--- src/rtl/bfe_pkg.sv ---
package bfe_pkg;

    typedef enum logic [1:0] {
        ORG_ONE_WORD    = 2'd0,
        ORG_TWO_WORD    = 2'd1,
        ORG_INTERLEAVED = 2'd2
    } org_e;

    typedef enum logic [1:0] {
        ST_IDLE   = 2'd0,
        ST_ADDR   = 2'd1,
        ST_ACCESS = 2'd2,
        ST_XFER   = 2'd3
    } fill_state_e;

    // Words read together in one access round.
    function automatic int grp_words(org_e org, int block_words);
        case (org)
            ORG_ONE_WORD: return 1;
            ORG_TWO_WORD: return 2;
            default:      return block_words;
        endcase
    endfunction

    // Words moved across the bus in one transfer cycle.
    function automatic int beat_words(org_e org);
        return (org == ORG_TWO_WORD) ? 2 : 1;
    endfunction

    function automatic int cnt_width(int n);
        return (n > 1) ? $clog2(n) : 1;
    endfunction

endpackage

--- src/rtl/bfe_bank.sv ---
module bfe_bank #(
    parameter int ADDR_W  = 16,
    parameter int WORD_W  = 32,
    parameter int ACC_CYC = 15
) (
    input  logic              clk,
    input  logic              rst,
    input  logic              start,
    input  logic [ADDR_W-1:0] word_addr,
    output logic              ready,
    output logic [WORD_W-1:0] data
);
    localparam int CW = $clog2(ACC_CYC + 1);

    logic [CW-1:0]     cnt_q;
    logic              loaded_q;
    logic [WORD_W-1:0] data_q;

    always_ff @(posedge clk) begin
        if (rst) begin
            cnt_q    <= '0;
            loaded_q <= 1'b0;
            data_q   <= '0;
        end else if (start) begin
            cnt_q    <= CW'(ACC_CYC - 1);
            loaded_q <= 1'b1;
            data_q   <= WORD_W'(word_addr);
        end else if (cnt_q != '0) begin
            cnt_q <= cnt_q - 1'b1;
        end
    end

    assign ready = loaded_q && (cnt_q == '0);
    assign data  = data_q;

    AST_BANK_WAITS: assert property (@(posedge clk) disable iff (rst)
        start |=> !ready);

endmodule

--- src/rtl/bfe_ctrl.sv ---
module bfe_ctrl
    import bfe_pkg::*;
#(
    parameter int ADDR_W  = 16,
    parameter int OFF_W   = 4,
    parameter int ROUNDS  = 1,
    parameter int BEATS   = 4,
    parameter int ACC_CYC = 15,
    parameter int RW      = 1,
    parameter int BW      = 2
) (
    input  logic              clk,
    input  logic              rst,
    input  logic              req_valid,
    input  logic [ADDR_W-1:0] req_addr,
    input  logic              banks_ready,
    output logic              bank_start,
    output logic              xfer,
    output logic              busy,
    output logic              done,
    output logic [RW-1:0]     round,
    output logic [BW-1:0]     beat,
    output logic [ADDR_W-1:0] base
);
    localparam int FILL_LAT = 1 + ROUNDS * (ACC_CYC + BEATS);
    localparam int LW       = $clog2(FILL_LAT + 2);

    fill_state_e       state_q;
    logic [RW-1:0]     round_q;
    logic [BW-1:0]     beat_q;
    logic [ADDR_W-1:0] base_q;
    logic              last_beat, last_round;

    assign last_beat  = (beat_q == BW'(BEATS - 1));
    assign last_round = (round_q == RW'(ROUNDS - 1));

    always_ff @(posedge clk) begin
        if (rst) begin
            state_q <= ST_IDLE;
            round_q <= '0;
            beat_q  <= '0;
            base_q  <= '0;
        end else begin
            case (state_q)
                ST_IDLE: if (req_valid) begin
                    base_q  <= {req_addr[ADDR_W-1:OFF_W], {OFF_W{1'b0}}};
                    state_q <= ST_ADDR;
                end
                ST_ADDR: begin
                    round_q <= '0;
                    state_q <= ST_ACCESS;
                end
                ST_ACCESS: if (banks_ready) begin
                    beat_q  <= '0;
                    state_q <= ST_XFER;
                end
                ST_XFER: begin
                    if (!last_beat) begin
                        beat_q <= beat_q + 1'b1;
                    end else if (last_round) begin
                        state_q <= ST_IDLE;
                    end else begin
                        round_q <= round_q + 1'b1;
                        state_q <= ST_ACCESS;
                    end
                end
                default: state_q <= ST_IDLE;
            endcase
        end
    end

    assign bank_start = (state_q == ST_ADDR) ||
                        ((state_q == ST_XFER) && last_beat && !last_round);
    assign xfer  = (state_q == ST_XFER);
    assign busy  = (state_q != ST_IDLE);
    assign done  = xfer && last_beat && last_round;
    assign round = round_q;
    assign beat  = beat_q;
    assign base  = base_q;

    // Cycle count since acceptance, kept for the latency check only.
    logic [LW-1:0] age_q;
    always_ff @(posedge clk) begin
        if (rst)                              age_q <= '0;
        else if (state_q == ST_IDLE)          age_q <= req_valid ? LW'(1) : '0;
        else if (age_q != LW'(FILL_LAT + 1))  age_q <= age_q + 1'b1;
    end

    AST_FILL_LATENCY: assert property (@(posedge clk) disable iff (rst)
        done |-> (age_q == LW'(FILL_LAT)));
    AST_DONE_RELEASE: assert property (@(posedge clk) disable iff (rst)
        done |=> !busy);
    AST_BASE_HELD: assert property (@(posedge clk) disable iff (rst)
        (busy && $past(busy)) |-> $stable(base_q));

endmodule

--- src/rtl/blkfill_engine.sv ---
module blkfill_engine
    import bfe_pkg::*;
#(
    parameter org_e ORG         = ORG_INTERLEAVED,
    parameter int   ADDR_W      = 16,
    parameter int   WORD_W      = 32,
    parameter int   BLOCK_WORDS = 4,
    parameter int   ACC_CYC     = 15
) (
    input  logic                          clk,
    input  logic                          rst,
    input  logic                          req_valid,
    input  logic [ADDR_W-1:0]             req_addr,
    output logic                          busy,
    output logic [BLOCK_WORDS-1:0]        word_valid,
    output logic [BLOCK_WORDS*WORD_W-1:0] fill_data,
    output logic                          done
);
    localparam int BYTES  = WORD_W / 8;
    localparam int OFF_W  = $clog2(BLOCK_WORDS * BYTES);
    localparam int G      = grp_words(ORG, BLOCK_WORDS);
    localparam int B      = beat_words(ORG);
    localparam int ROUNDS = BLOCK_WORDS / G;
    localparam int BEATS  = G / B;
    localparam int RW     = cnt_width(ROUNDS);
    localparam int BW     = cnt_width(BEATS);

    logic              bank_start, xfer, banks_ready;
    logic [RW-1:0]     round;
    logic [BW-1:0]     beat;
    logic [ADDR_W-1:0] base, round_base;
    logic [G-1:0]      bank_ready;
    logic [WORD_W-1:0] bank_data [G];

    bfe_ctrl #(
        .ADDR_W(ADDR_W), .OFF_W(OFF_W), .ROUNDS(ROUNDS), .BEATS(BEATS),
        .ACC_CYC(ACC_CYC), .RW(RW), .BW(BW)
    ) u_ctrl (
        .clk(clk), .rst(rst), .req_valid(req_valid), .req_addr(req_addr),
        .banks_ready(banks_ready), .bank_start(bank_start), .xfer(xfer),
        .busy(busy), .done(done), .round(round), .beat(beat), .base(base)
    );

    // Next access round starts while round still shows the finishing one.
    always_comb begin
        if (xfer) round_base = base + ADDR_W'(round + 1'b1) * ADDR_W'(G * BYTES);
        else      round_base = base;
    end

    assign banks_ready = &bank_ready;

    for (genvar g = 0; g < G; g++) begin : g_bank
        bfe_bank #(.ADDR_W(ADDR_W), .WORD_W(WORD_W), .ACC_CYC(ACC_CYC)) u_bank (
            .clk(clk), .rst(rst), .start(bank_start),
            .word_addr(round_base + ADDR_W'(g * BYTES)),
            .ready(bank_ready[g]), .data(bank_data[g])
        );
    end

    for (genvar w = 0; w < BLOCK_WORDS; w++) begin : g_lane
        localparam int LANE_G = w % G;
        localparam int LANE_R = w / G;
        localparam int LANE_B = LANE_G / B;
        assign word_valid[w] = xfer && (round == RW'(LANE_R)) && (beat == BW'(LANE_B));
        assign fill_data[w*WORD_W +: WORD_W] = word_valid[w] ? bank_data[LANE_G] : '0;

        AST_LANE_DATA: assert property (@(posedge clk) disable iff (rst)
            word_valid[w] |-> (fill_data[w*WORD_W +: WORD_W] ==
                               WORD_W'(base) + WORD_W'(w * BYTES)));
    end

    AST_BUS_SINGLE: assert property (@(posedge clk) disable iff (rst)
        $countones(word_valid) <= B);
    AST_STROBE_NEEDS_BUSY: assert property (@(posedge clk) disable iff (rst)
        (word_valid != '0) |-> busy);

endmodule

--- config.mk ---
export PLATFORM = sky130hd
export DESIGN_NAME = blkfill_engine
export DESIGN_NICKNAME = d
export VERILOG_FILES = /design/src/rtl/bfe_pkg.sv /design/src/rtl/bfe_bank.sv /design/src/rtl/bfe_ctrl.sv /design/src/rtl/blkfill_engine.sv
export SDC_FILE = /design/constraint.sdc
export NUM_CORES = 1
export LEC_CHECK = 0
export ABC_AREA = 1
export BUFFER_PORTS_ARGS = -buffer_cell sky130_fd_sc_hd__buf_2
export CAP_MARGIN = 30
export CELL_PAD_IN_SITES_DETAIL_PLACEMENT = 2
export CELL_PAD_IN_SITES_GLOBAL_PLACEMENT = 2
export CORE_MARGIN = 2
export CORE_UTILIZATION = 27
export CTS_BUF_LIST = sky130_fd_sc_hd__clkbuf_8
export CTS_CLUSTER_SIZE = 8
export DETAILED_ROUTE_END_ITERATION = 10
export PLACE_DENSITY = 0.85
export REMOVE_ABC_BUFFERS = 1
export SYNTH_ARGS = -nofsm -noshare
export SYNTH_HDL_FRONTEND = slang
export SYNTH_HIERARCHICAL = 1
export SYNTH_SLANG_ARGS = --single-unit
--- constraint.sdc ---
create_clock -name clk -period 1.8 [get_ports clk]
set_input_delay 0.18 -clock clk [delete_from_list [all_inputs] [get_ports clk]]
set_output_delay 0.18 -clock clk [all_outputs]
set_load 0.03 [all_outputs]
==> qor.txt <==
F_max = 453 MHz
Cell Chain, Critical Path = ha_4, inv_4, nor2_4, inv_4, buf_6, nor3_4, inv_4, clkbuf_16, nor2_2, buf_6
Synth Instances = 1050
Most frequent CP cell = inv_4
Avg Cell Area, Syn = 6.34 sq um
Die area = 25900 sq um
Post-synthesis simple-gate area fraction = 31.4%
Post-synthesis compound-gate area fraction = 8.91%
Largest family of logic cells by synthesized area = simple AND/OR/NAND/NOR gates
CP Data Required Time = 1.62 ns
Startpoint types = register
Final hold viol count = 0
Outcome = finished with violations
Total number of vias = 6634
Dpl hpwl = 16000 microns
Met1 usage = 21.0%
Clk_skew = 0.0160 ns
NumNets Final = 1197
First-pass GRT wire length = 37300 microns
CTS buffer count = 9
Antenna diodes = 0
CTS Buffer Depth = 2
Leakage = 0.00388 uW
Crit path time final = 2.21 ns
Die Wd = 161 microns
Max-cap check violation count = 0
Gpl congestion = 0.825
Dpl cell area = 7260 sq um
HP Start = req_addr[8]
Routed len/inst = 17.0 microns
Grt total ovfl = 0
CP arrival = 2.03 ns
Detailed Route Iter0 Violations = 244
PD cells = 1150 nW/um^2
Crit path largest cell delay = 0.37 ns
R2R cell count = 12
H-tree Lvls = 3
# clock sinks = 100
Synthesized flop and latch total = 100
Reg-to-reg startpoint = u_ctrl/state_q[1]
Crit path max fanout = 8
Failing checks = negative setup slack
Cell Area, Synth = 6650 sq um
Antenna violations before repair = 0
Drt pass-1 iters = 4
Hold endpoint = u_ctrl/base[8]
GRT Total Usage = 18.0%
Overall Power = 10000 uW
I/O Pins = 153
Worst R2R End = g_bank[3].u_bank/data[11]
Yosys cell types = 35
Part of the Yosys area used for sequential elements = 30.1%
Via density = 4.44
Final routed DRC violation total = 0
Met2 usage = 34.0%
# rows = 57
Most used routing layer = met2
Worst-Skew Late Latency = 0.40 ns
Vias in the first global route = 7021
Slowest CP cell = dfxtp_2
Final ANT Viol Nets = 0
# setup viols final = 82
Synth-to-Final Area Change = 31.1%
WS Path Type = register to primary output
Met3 Use GR = 2.82%
Yosys warning total = 6
Largest net degree at the start of global routing = 25
Unrepaired setup endpoints after global routing = true
Final WL = 25300 microns
Worst Setup End Kind = primary output
Worst-path clk slew = 0.10 ns
Finished layout cell area = 8720 sq um
Post-synthesis adder-cell area fraction = 2.56%
Slew Limit Fails = 0
Worst IR drop on VDD = 0.534 mV
Hold buffer count at cts = 0
Share of cells above drive strength 1 = 29.4%
CTS tree = built
Max transition margin = 57.4%
Core area = 24200 sq um
Chip height = 161 microns
R2R Setup Slk = -0.12 ns
Least-Margin Pin Slew = 0.640 ns
PortBufs = 84
Final Cycle Share = 123%
Fin worst setup slack = -0.405 ns
Post-synthesis mux area share = 0%
Root buffer cell = clkbuf_8
Worst hold path class = primary input to register
Xor/xnor share of the synthesized area = 3.03%
Hold path depth = 3
Initial core utilization = 27.4%
report_power, final:
group | internal (uW) | switching [uW]
logic | 1580 | 3230
registers | 3090 | 698
clock network | 553 | 884
area by class of cell:
cell class,count,area [sq um]
clock buffer,10,138
clock inverter,6,47.5
fill,2912,15500
inverter,212,830
multi-input combinational,701,3900
sequential,100,2010
tap,324,405
timing repair buffer,141,1390
layout by cell type (no fill, tap or decap), types with 5 or more instances in the layout:
cell type	netlist	final
clkbuf_8	0	10
nor2_4	1	33
o21ai_0	64	64
nand4_1	15	15
nand2_2	10	23
xor2_2	0	7
buf_12	0	5
nor2_2	6	36
a21oi_2	8	8
nor2_1	309	247
nor3_2	5	8
nand3_1	25	20
conb_1	5	69
inv_1	189	182
nand3_2	6	11
xor2_1	20	13
nand2_4	3	9
dfxtp_2	0	5
inv_4	0	8
nand2_1	96	77
o21ai_1	20	20
buf_2	1	16
a21oi_1	10	10
inv_2	23	20
dfxtp_1	100	94
buf_6	19	60
ha_1	12	9
buf_4	69	56
cells in the mapped netlist:
master / n / area share [%]
nor2_1: 309 / 17
o21ai_2: 2 / 0.26
buf_4: 69 / 7.8
or2_2: 1 / 0.094
nor3_1: 9 / 0.68
o21bai_1: 1 / 0.11
nand3_4: 1 / 0.26
buf_2: 1 / 0.075
inv_1: 189 / 11
dfxtp_1: 100 / 30
xnor2_1: 3 / 0.39
o21ai_0: 64 / 4.8
nor2_8: 1 / 0.30
o21ai_1: 20 / 1.5
nand4_1: 15 / 1.4
buf_6: 19 / 3.2
nand3b_1: 1 / 0.11
nand3_1: 25 / 1.9
a21oi_4: 1 / 0.24
clkbuf_1: 12 / 0.68
nand2_1: 96 / 5.4
conb_1: 5 / 0.28
nand2_2: 10 / 0.94
a21oi_1: 10 / 0.75
nor2_2: 6 / 0.56
inv_2: 23 / 1.3
nand2_4: 3 / 0.51
nand3_2: 6 / 0.90
xor2_1: 20 / 2.6
o21bai_2: 1 / 0.17
a21oi_2: 8 / 1.1
fa_1: 1 / 0.30
nor2_4: 1 / 0.17
nor3_2: 5 / 0.75
ha_1: 12 / 2.3
registers in the layout (all words and copies together) (netlist names):
register / count
g_bank.u_bank/cnt_q: 16
g_bank.u_bank/data: 64
g_bank.u_bank/loaded_q: 4
u_ctrl/base: 12
u_ctrl/beat: 2
u_ctrl/state_q: 2
worst max-delay path: cells and delay by family, from the launching register on:
kind,cells,cell delay [ns]
buffers and inverters,6,0.67
AND/OR/NAND/NOR,3,0.41
flip-flops,1,0.37
adder cells (fa/ha/maj),1,0.17
logic make-up (layout without fill, tap and decap cells):
kind of cell    Yosys count  count (layout)
buf+inv                 313             369
xor+xnor                 23              23
other cells               5              69
fa+ha+maj                13              13
simple gates            489             489
flops                   100             100
compound gates          107             107
metal layers:
layer | part of all wire [%] | up-vias | wire, microns
met5 | 0 | - | 0
met4 | 1.8 | 0 | 461
met3 | 3.1 | 31 | 792
met2 | 54 | 126 | 13700
met1 | 41 | 3273 | 10400
li1 | - | 3204 | -
per-stage QoR:
stage	setup WS (ns)	util, %	hold WS (ns)	std cells	TNS, ns
2_1_floorplan	-1.20	-	0.242	1013	-112.05
3_3_place_gp	-0.0609	29.9	0.422	1457	-0.492
3_5_place_dp	-0.158	29.9	0.425	1457	-3.73
4_1_cts	-0.323	34.2	0.00616	1486	-17.26
5_1_grt	-0.480	36.0	0.0249	1494	-27.84
6_report	-0.405	36.0	0.0199	1494	-20.16
worst max path at each step:
stage,start,to,cells after the start
3_3_place_gp,u_ctrl/base[4],g_bank[2].u_bank/data[14],12
4_1_cts,u_ctrl/state_q[1],fill_data[41],10
5_1_grt,u_ctrl/state_q[1],fill_data[104],10
2_1_floorplan,u_ctrl/state_q[0],fill_data[0],7
6_report,u_ctrl/state_q[1],fill_data[99],10
3_5_place_dp,u_ctrl/base[4],g_bank[3].u_bank/data[8],10
what timing repair did:
item,in CTS,in global routing
pin swaps,18,38
gates cloned,3,1
resized for setup,211,95
endpoints found under the setup margin,101,103
endpoints found under the hold margin,0,0
buffers inserted,13,10
(Power assumes the default switching activity.)
